===== src/rtl/iter_mult_pkg.sv =====
package iter_mult_pkg;
    parameter int DW = 32;                 // operand width
    parameter int CW = 8;                  // multiplier bits retired per cycle
    localparam int NCH = DW / CW;          // slices in the multiplier
    localparam int IW  = $clog2(NCH);      // slice index width
    localparam int PW  = 2 * DW;           // product width

    typedef enum logic [2:0] {
        PH_IDLE, PH_ARRAY, PH_ACC_LO, PH_ACC_HI, PH_HOLD, PH_DONE
    } phase_e;

    typedef struct packed {
        logic sgn_band;   // sign-folded banding and signed top slice
        logic is_long;
        logic do_acc;
    } mode_t;

    function automatic phase_e after_array(input mode_t md);
        if (md.do_acc)       return PH_ACC_LO;
        else if (md.is_long) return PH_HOLD;
        else                 return PH_DONE;
    endfunction

    function automatic phase_e after_acc_lo(input mode_t md);
        return md.is_long ? PH_ACC_HI : PH_DONE;
    endfunction
endpackage


===== src/rtl/iter_mult_band.sv =====
module iter_mult_band
    import iter_mult_pkg::*;
(
    input  logic [DW-1:0] mplier,
    input  logic          sgn_band,
    output logic [IW-1:0] last_idx
);
    logic [DW-1:0] folded;

    // Signed forms fold negative values so that a run of ones above a
    // slice boundary ends the array just like a run of zeros.
    always_comb begin
        folded   = (sgn_band && mplier[DW-1]) ? ~mplier : mplier;
        last_idx = IW'(NCH - 1);
        for (int k = NCH - 1; k >= 1; k--) begin
            if ((folded >> (k * CW)) == '0)
                last_idx = IW'(k - 1);
        end
    end
endmodule


===== src/rtl/iter_mult_pp.sv =====
module iter_mult_pp
    import iter_mult_pkg::*;
(
    input  logic [PW-1:0] mcand,
    input  logic [CW-1:0] chunk,
    input  logic          neg,
    input  logic [IW-1:0] idx,
    output logic [PW-1:0] pp
);
    logic [PW-1:0] cext;

    // The top slice of a negative signed multiplier is worth
    // chunk - 2^CW, since every bit above it is a one.
    always_comb begin
        cext = {{(PW-CW){neg}}, chunk};
        pp   = (mcand * cext) << (int'(idx) * CW);
    end
endmodule


===== src/rtl/iter_mult.sv =====
module iter_mult
    import iter_mult_pkg::*;
(
    input  logic          clk,
    input  logic          rst,
    input  logic          start,
    input  logic [31:0]   op_a,
    input  logic [31:0]   op_b,
    input  logic [31:0]   acc_hi,
    input  logic [31:0]   acc_lo,
    input  logic          is_signed,
    input  logic          is_long,
    input  logic          do_acc,
    output logic          busy,
    output logic          done,
    output logic [63:0]   result,
    output logic          flag_n,
    output logic          flag_z
);
    phase_e        phase_q;
    mode_t         mode_q, mode_in;
    logic [PW-1:0] mcand_q, acc_q, prod_q;
    logic [DW-1:0] mplier_q;
    logic [IW-1:0] idx_q, last_q;
    logic          cy_q;

    logic          take;
    logic [IW-1:0] band_last;
    logic [PW-1:0] mcand_in, arr_mcand, pp;
    logic [DW-1:0] arr_mplier;
    logic [IW-1:0] arr_idx, arr_last;
    logic          arr_sgn, arr_neg;
    logic [CW-1:0] arr_chunk;
    logic [DW:0]   lo_sum;

    assign take = start && (phase_q == PH_IDLE);

    always_comb begin
        mode_in.sgn_band = is_signed || !is_long;
        mode_in.is_long  = is_long;
        mode_in.do_acc   = do_acc;
        mcand_in = mode_in.sgn_band ? {{DW{op_a[DW-1]}}, op_a} : {{DW{1'b0}}, op_a};
    end

    iter_mult_band u_band (
        .mplier   (op_b),
        .sgn_band (mode_in.sgn_band),
        .last_idx (band_last)
    );

    // The start edge already runs slice 0 from the port values.
    always_comb begin
        arr_mcand  = take ? mcand_in         : mcand_q;
        arr_mplier = take ? op_b             : mplier_q;
        arr_idx    = take ? '0               : idx_q;
        arr_last   = take ? band_last        : last_q;
        arr_sgn    = take ? mode_in.sgn_band : mode_q.sgn_band;
        arr_chunk  = CW'(arr_mplier >> (int'(arr_idx) * CW));
        arr_neg    = arr_sgn && arr_mplier[DW-1] && (arr_idx == arr_last);
        lo_sum     = {1'b0, prod_q[DW-1:0]} + {1'b0, acc_q[DW-1:0]};
    end

    iter_mult_pp u_pp (
        .mcand (arr_mcand),
        .chunk (arr_chunk),
        .neg   (arr_neg),
        .idx   (arr_idx),
        .pp    (pp)
    );

    always_ff @(posedge clk) begin
        if (rst) begin
            phase_q  <= PH_IDLE;
            mode_q   <= '0;
            mcand_q  <= '0;
            mplier_q <= '0;
            acc_q    <= '0;
            prod_q   <= '0;
            idx_q    <= '0;
            last_q   <= '0;
            cy_q     <= 1'b0;
        end else if (take) begin
            mode_q   <= mode_in;
            mcand_q  <= mcand_in;
            mplier_q <= op_b;
            acc_q    <= {acc_hi, acc_lo};
            last_q   <= band_last;
            prod_q   <= pp;
            cy_q     <= 1'b0;
            idx_q    <= IW'(1);
            phase_q  <= (band_last == '0) ? after_array(mode_in) : PH_ARRAY;
        end else begin
            unique case (phase_q)
                PH_ARRAY: begin
                    prod_q <= prod_q + pp;
                    if (idx_q == last_q) phase_q <= after_array(mode_q);
                    else                 idx_q   <= idx_q + IW'(1);
                end
                PH_ACC_LO: begin
                    prod_q[DW-1:0] <= lo_sum[DW-1:0];
                    cy_q           <= lo_sum[DW];
                    phase_q        <= after_acc_lo(mode_q);
                end
                PH_ACC_HI: begin
                    prod_q[PW-1:DW] <= prod_q[PW-1:DW] + acc_q[PW-1:DW] + {{(DW-1){1'b0}}, cy_q};
                    phase_q         <= PH_DONE;
                end
                PH_HOLD: phase_q <= PH_DONE;
                PH_DONE: phase_q <= PH_IDLE;
                default: phase_q <= PH_IDLE;
            endcase
        end
    end

    always_comb begin
        busy   = (phase_q != PH_IDLE);
        done   = (phase_q == PH_DONE);
        result = mode_q.is_long ? prod_q : {{DW{1'b0}}, prod_q[DW-1:0]};
        flag_n = mode_q.is_long ? prod_q[PW-1] : prod_q[DW-1];
        flag_z = mode_q.is_long ? (prod_q == '0) : (prod_q[DW-1:0] == '0);
    end

    // Cycle counter used only by the length check below.
    localparam int MAX_LEN = NCH + 2;
    logic [3:0] busy_cnt;
    always_ff @(posedge clk) begin
        if (rst || !busy) busy_cnt <= '0;
        else              busy_cnt <= busy_cnt + 4'd1;
    end


    done_pulse_chk: assert property (@(posedge clk) disable iff (rst) done |=> !done);

    busy_drop_chk: assert property (@(posedge clk) disable iff (rst) done |=> !busy);

    busy_hold_chk: assert property (@(posedge clk) disable iff (rst) (busy && !done) |=> busy);

    op_hold_chk: assert property (@(posedge clk) disable iff (rst)
        (busy && !done) |=> ($stable(mplier_q) && $stable(mcand_q) && $stable(mode_q)));

    len_bound_chk: assert property (@(posedge clk) disable iff (rst)
        done |-> (int'(busy_cnt) < MAX_LEN));

    idle_hold_chk: assert property (@(posedge clk) disable iff (rst)
        (!busy && !start) |=> $stable(result));
endmodule


===== config.mk =====
export PLATFORM = sky130hd
export DESIGN_NAME = iter_mult
export DESIGN_NICKNAME = d
export VERILOG_FILES = /design/src/rtl/iter_mult_pkg.sv /design/src/rtl/iter_mult_band.sv /design/src/rtl/iter_mult_pp.sv /design/src/rtl/iter_mult.sv
export SDC_FILE = /design/constraint.sdc
export NUM_CORES = 2
export LEC_CHECK = 0
export BUFFER_PORTS_ARGS = -buffer_cell sky130_fd_sc_hd__buf_2
export CAP_MARGIN = 20
export CORE_MARGIN = 8
export CORE_UTILIZATION = 30
export CTS_BUF_LIST = sky130_fd_sc_hd__clkbuf_8
export CTS_CLUSTER_SIZE = 30
export DETAILED_ROUTE_END_ITERATION = 8
export SLEW_MARGIN = 20
export SYNTH_ARGS = -nofsm -noshare
export SYNTH_HDL_FRONTEND = slang
export SYNTH_SLANG_ARGS = --single-unit

===== constraint.sdc =====
create_clock -name clk -period 13 [get_ports clk]
set_input_delay 0.65 -clock clk [delete_from_list [all_inputs] [get_ports clk]]
set_output_delay 0.65 -clock clk [all_outputs]
set_load 0.02 [all_outputs]

==> results.md <==
- Most frequent CP cell: fa_1
- Share of the core filled with cells: 0.333
- Max-slew headroom: 0.255
- Routed WL per cell: roughly 20 um
- Power per cell area: approximately 250 nW/um^2
- Total nets after synthesis: between 5000 and 6000
- Worst VDD drop: between 0.1 and 0.15 mV
- DRT antenna net count: 0
- Global-route wire length before repair: 190000 um
- Post-synthesis sequential area ratio: 0.137
- CP max stage cell: buf_4
- Drt pass-1 iters: 5
- Max stage delay on crit path: about 0.6 ns
- DR vias/cell: roughly 5.2
- FF+latch count, synth: 235
- Share of layout cells above drive strength 1: 0.0863
- RSZ-0062 raised after global routing: false
- CP Data Arrival Time: between 10 and 15 ns
- DRC: 0
- CTS Hold Buffers Added: 0
- Min Tclk post-route: 11.66 ns
- Rows: between 100 and 150
- I/O Buffers: ~200
- Placer congestion estimate: between 0.9 and 1
- Final wirelength: approximately 120000 um
- Clock Tree Buf Depth: 3
- R2R Setup Slk: approximately 1.3 ns
- Pleak: around 0.018 uW
- HP Start: acc_lo[5]
- Top cell type's share of synthesized area: 0.237
- Total track usage: 0.190
- Iter 0 DRT Violations: 2422
- Fmax achieved: around 86 MHz
- Non-Filler Instances: 6130
- Worst clock skew: between 0.06 and 0.07 ns
- I/O Pins: 202
- Final setup fails: 0
- Slew @ Worst Pin: around 1.1 ns
- Period utilization: 0.897
- RR Endpoint: prod_q[63]$_SDFFE_PP0P_
- Mean post-synth cell area: approximately 7.6 um^2
- Grt ovf: 0
- CP Data Required Time: roughly 14 ns
- Setup bufs post-CTS: 0
- PostCTS Resize Cnt: 0
- Initial core utilization: 0.302
- TNS Setup: 0 ns
- Crit Path Class: register to register
- Core ar.: 114000 um^2
- Worst hold path depth: 3
- Die area: roughly 130000 um^2
- Final Hold Viols: 0
- Clock tree from TritonCTS: yes
- R2R Path Start: phase_q[2]$_SDFFE_PP0P_
- Synth unique cells: 83
- Placed cells: about 6000
- H-tree levels: 2
- Ys Warns: 0
- Clk network pwr share: 0.103
- Crit-path max FO: 42
- Int Pwr: approximately 4000 uW
- CP endpoint kind: register
- Switch share: 0.577
- FFs w/ async S/R, synth: 0
- Vias in the first global route: 32000
- Cells after Synth: roughly 4500
- Startpoint Class: register
- Num Clock Sinks: approximately 240
- Slew Limit Fails: 0
- Largest net degree at the start of global routing: just over 90
- Area growth, synth to finish: 10.2%
- Worst Hold Endpoint: acc_q[5]$_SDFFE_PP0P_
- CTS buffer count: between 50 and 60
- Post-synth EDFFs: 0
- Dominant cells by area after synthesis: fa_1 (24%), dfxtp_1 (14%), ha_1 (9.4%), nand2_1 (8.8%), nor2_1 (6.0%)
- Hpwl dp: between 90000 and 100000 um
- Most frequently used flop master after synthesis: dfxtp_1
- Post-synthesis cell area: between 30000 and 40000 um^2
- Net Sw Power: between 5000 and 6000 uW
- Worst R2R Path Depth: 42
- Chip Height: 355 um
- Initial antenna violation count: 12
- Worst-Skew Late Latency: between 0.7 and 0.8 ns
- Comb pwr share: 0.782
- Yosys top cell by area: fa_1
- MaxCap Viol Count: 0
- Nets: ~5400
- DR vias: about 32000
- Total power: between 9000 and 10000 uW
- Die X: roughly 350 um
- Hold WC Path Type: input pin to register
- Root Driver: clkbuf_8
- Outcome: finished clean
- Clk slew on worst S/H paths: 0.06 ns
- Sequential power share: 0.115
==> metal layers <==
| metal | share of wire | vias to the layer above | GRT usage |
|---|---|---|---|
| li1 | - | 14900 | - |
| met1 | 0.46 | 15400 | 0.274 |
| met2 | 0.42 | 1289 | 0.280 |
| met3 | 0.090 | 220 | 0.0444 |
| met4 | 0.033 | 4 | 0.0576 |
| met5 | 0.00026 | - | 0 |
==> registers in the layout, summed over array words and instances (netlist names) <==
name,cells
last_q,2
prod_q,64
mcand_q,64
idx_q,2
acc_q,64
mode_q,3
cy_q,1
phase_q,3
mplier_q,32
==> power by group through the flow <==
stage                     clock [uW]  sequential [uW]  combinational, uW
after detailed placement           0             1100               7180
after CTS                       1010             1090               7280
after global routing            1030             1110               8150
final                            972             1090               7390
after floorplan                    0              989               5140
after global placement             0             1100               7220
==> through the flow <==
stage | setup slack (ns) | hold WS, ns | area, um^2
2_1_floorplan | 3.20 | 0.433 | 34400
3_3_place_gp | 1.62 | 0.439 | 36700
3_5_place_dp | 1.59 | 0.443 | 36700
4_1_cts | 1.52 | 0.0851 | 37900
5_1_grt | 0.603 | 0.139 | 37900
6_report | 1.34 | 0.168 | 37900
==> final cells by class <==
cell class                 instances  area [um^2]
sequential                       235         4700
clock inverter                    31          274
multi-input combinational       3534        26900
inverter                         492         1850
timing repair buffer             251         1390
clock buffer                      67          922
tap                             1512         1890
antenna                            8         20.0
fill                           12200        76100
==> worst max-delay path, delay by kind of cell (launching register included) <==
family	cells	cell delay, ns
and+or+nand+nor	13	3.33
AOI/OAI and AO/OA	16	3.17
DFF	1	0.40
buffers and inverters	4	0.78
adders and majority gates	7	3.12
xor gates and xnor gates	2	0.69
==> synthesized netlist by cell type (25+ instances only) <==
cell type	count
o21ai_0	142
a21o_1	98
nand2b_1	37
nor4_1	39
nand2_1	807
nand3_1	32
mux2i_1	59
xor2_1	67
nor2_1	546
inv_1	492
and3_1	30
a21oi_1	383
a211oi_1	36
o21bai_1	38
o211ai_1	32
fa_1	408
a31oi_1	27
buf_1	25
xnor2_1	114
dfxtp_1	235
clkbuf_1	175
nand4_1	33
nor3_1	40
buf_4	32
and2_1	50
ha_1	258
==> kinds of logic after synthesis <==
| family | count (synthesis) | synth area share |
|---|---|---|
| and+or+nand+nor | 1676 | 0.206 |
| AOI/OAI and AO/OA | 941 | 0.173 |
| buffers and inverters | 733 | 0.0837 |
| adders and majority gates | 666 | 0.331 |
| DFF | 235 | 0.137 |
| xor gates and xnor gates | 182 | 0.0467 |
| muxes | 69 | 0.0227 |
==> cell usage in the layout, fill, tap and decap left out, types with 30 or more instances in the layout <==
| cell type | instances |
|---|---|
| nand4_1 | 33 |
| o21ai_0 | 142 |
| o211ai_1 | 32 |
| nor3_1 | 40 |
| a21o_1 | 98 |
| clkbuf_8 | 68 |
| nand2_1 | 802 |
| ha_1 | 258 |
| buf_2 | 200 |
| and3_1 | 30 |
| nand2b_1 | 37 |
| and2_1 | 49 |
| xnor2_1 | 114 |
| fa_1 | 408 |
| dfxtp_1 | 235 |
| nor4_1 | 39 |
| nand3_1 | 32 |
| mux2i_1 | 59 |
| buf_4 | 50 |
| o21bai_1 | 38 |
| a211oi_1 | 36 |
| inv_1 | 502 |
| xor2_1 | 67 |
| nor2_1 | 545 |
| a21oi_1 | 383 |
==> worst max path at each step <==
stage	from	endpoint	slack [ns]	cells past startpoint
after floorplan	phase_q[1]$_SDFFE_PP0P_	prod_q[60]$_SDFFE_PP0P_	3.20	44
after global placement	op_b[16]	prod_q[60]$_SDFFE_PP0P_	1.62	40
after detailed placement	phase_q[2]$_SDFFE_PP0P_	prod_q[60]$_SDFFE_PP0P_	1.59	38
after CTS	phase_q[2]$_SDFFE_PP0P_	prod_q[63]$_SDFFE_PP0P_	1.52	42
after global routing	phase_q[2]$_SDFFE_PP0P_	prod_q[60]$_SDFFE_PP0P_	0.60	38
final	phase_q[2]$_SDFFE_PP0P_	prod_q[63]$_SDFFE_PP0P_	1.34	42
Note: power is estimated with default switching activity, not from simulation.
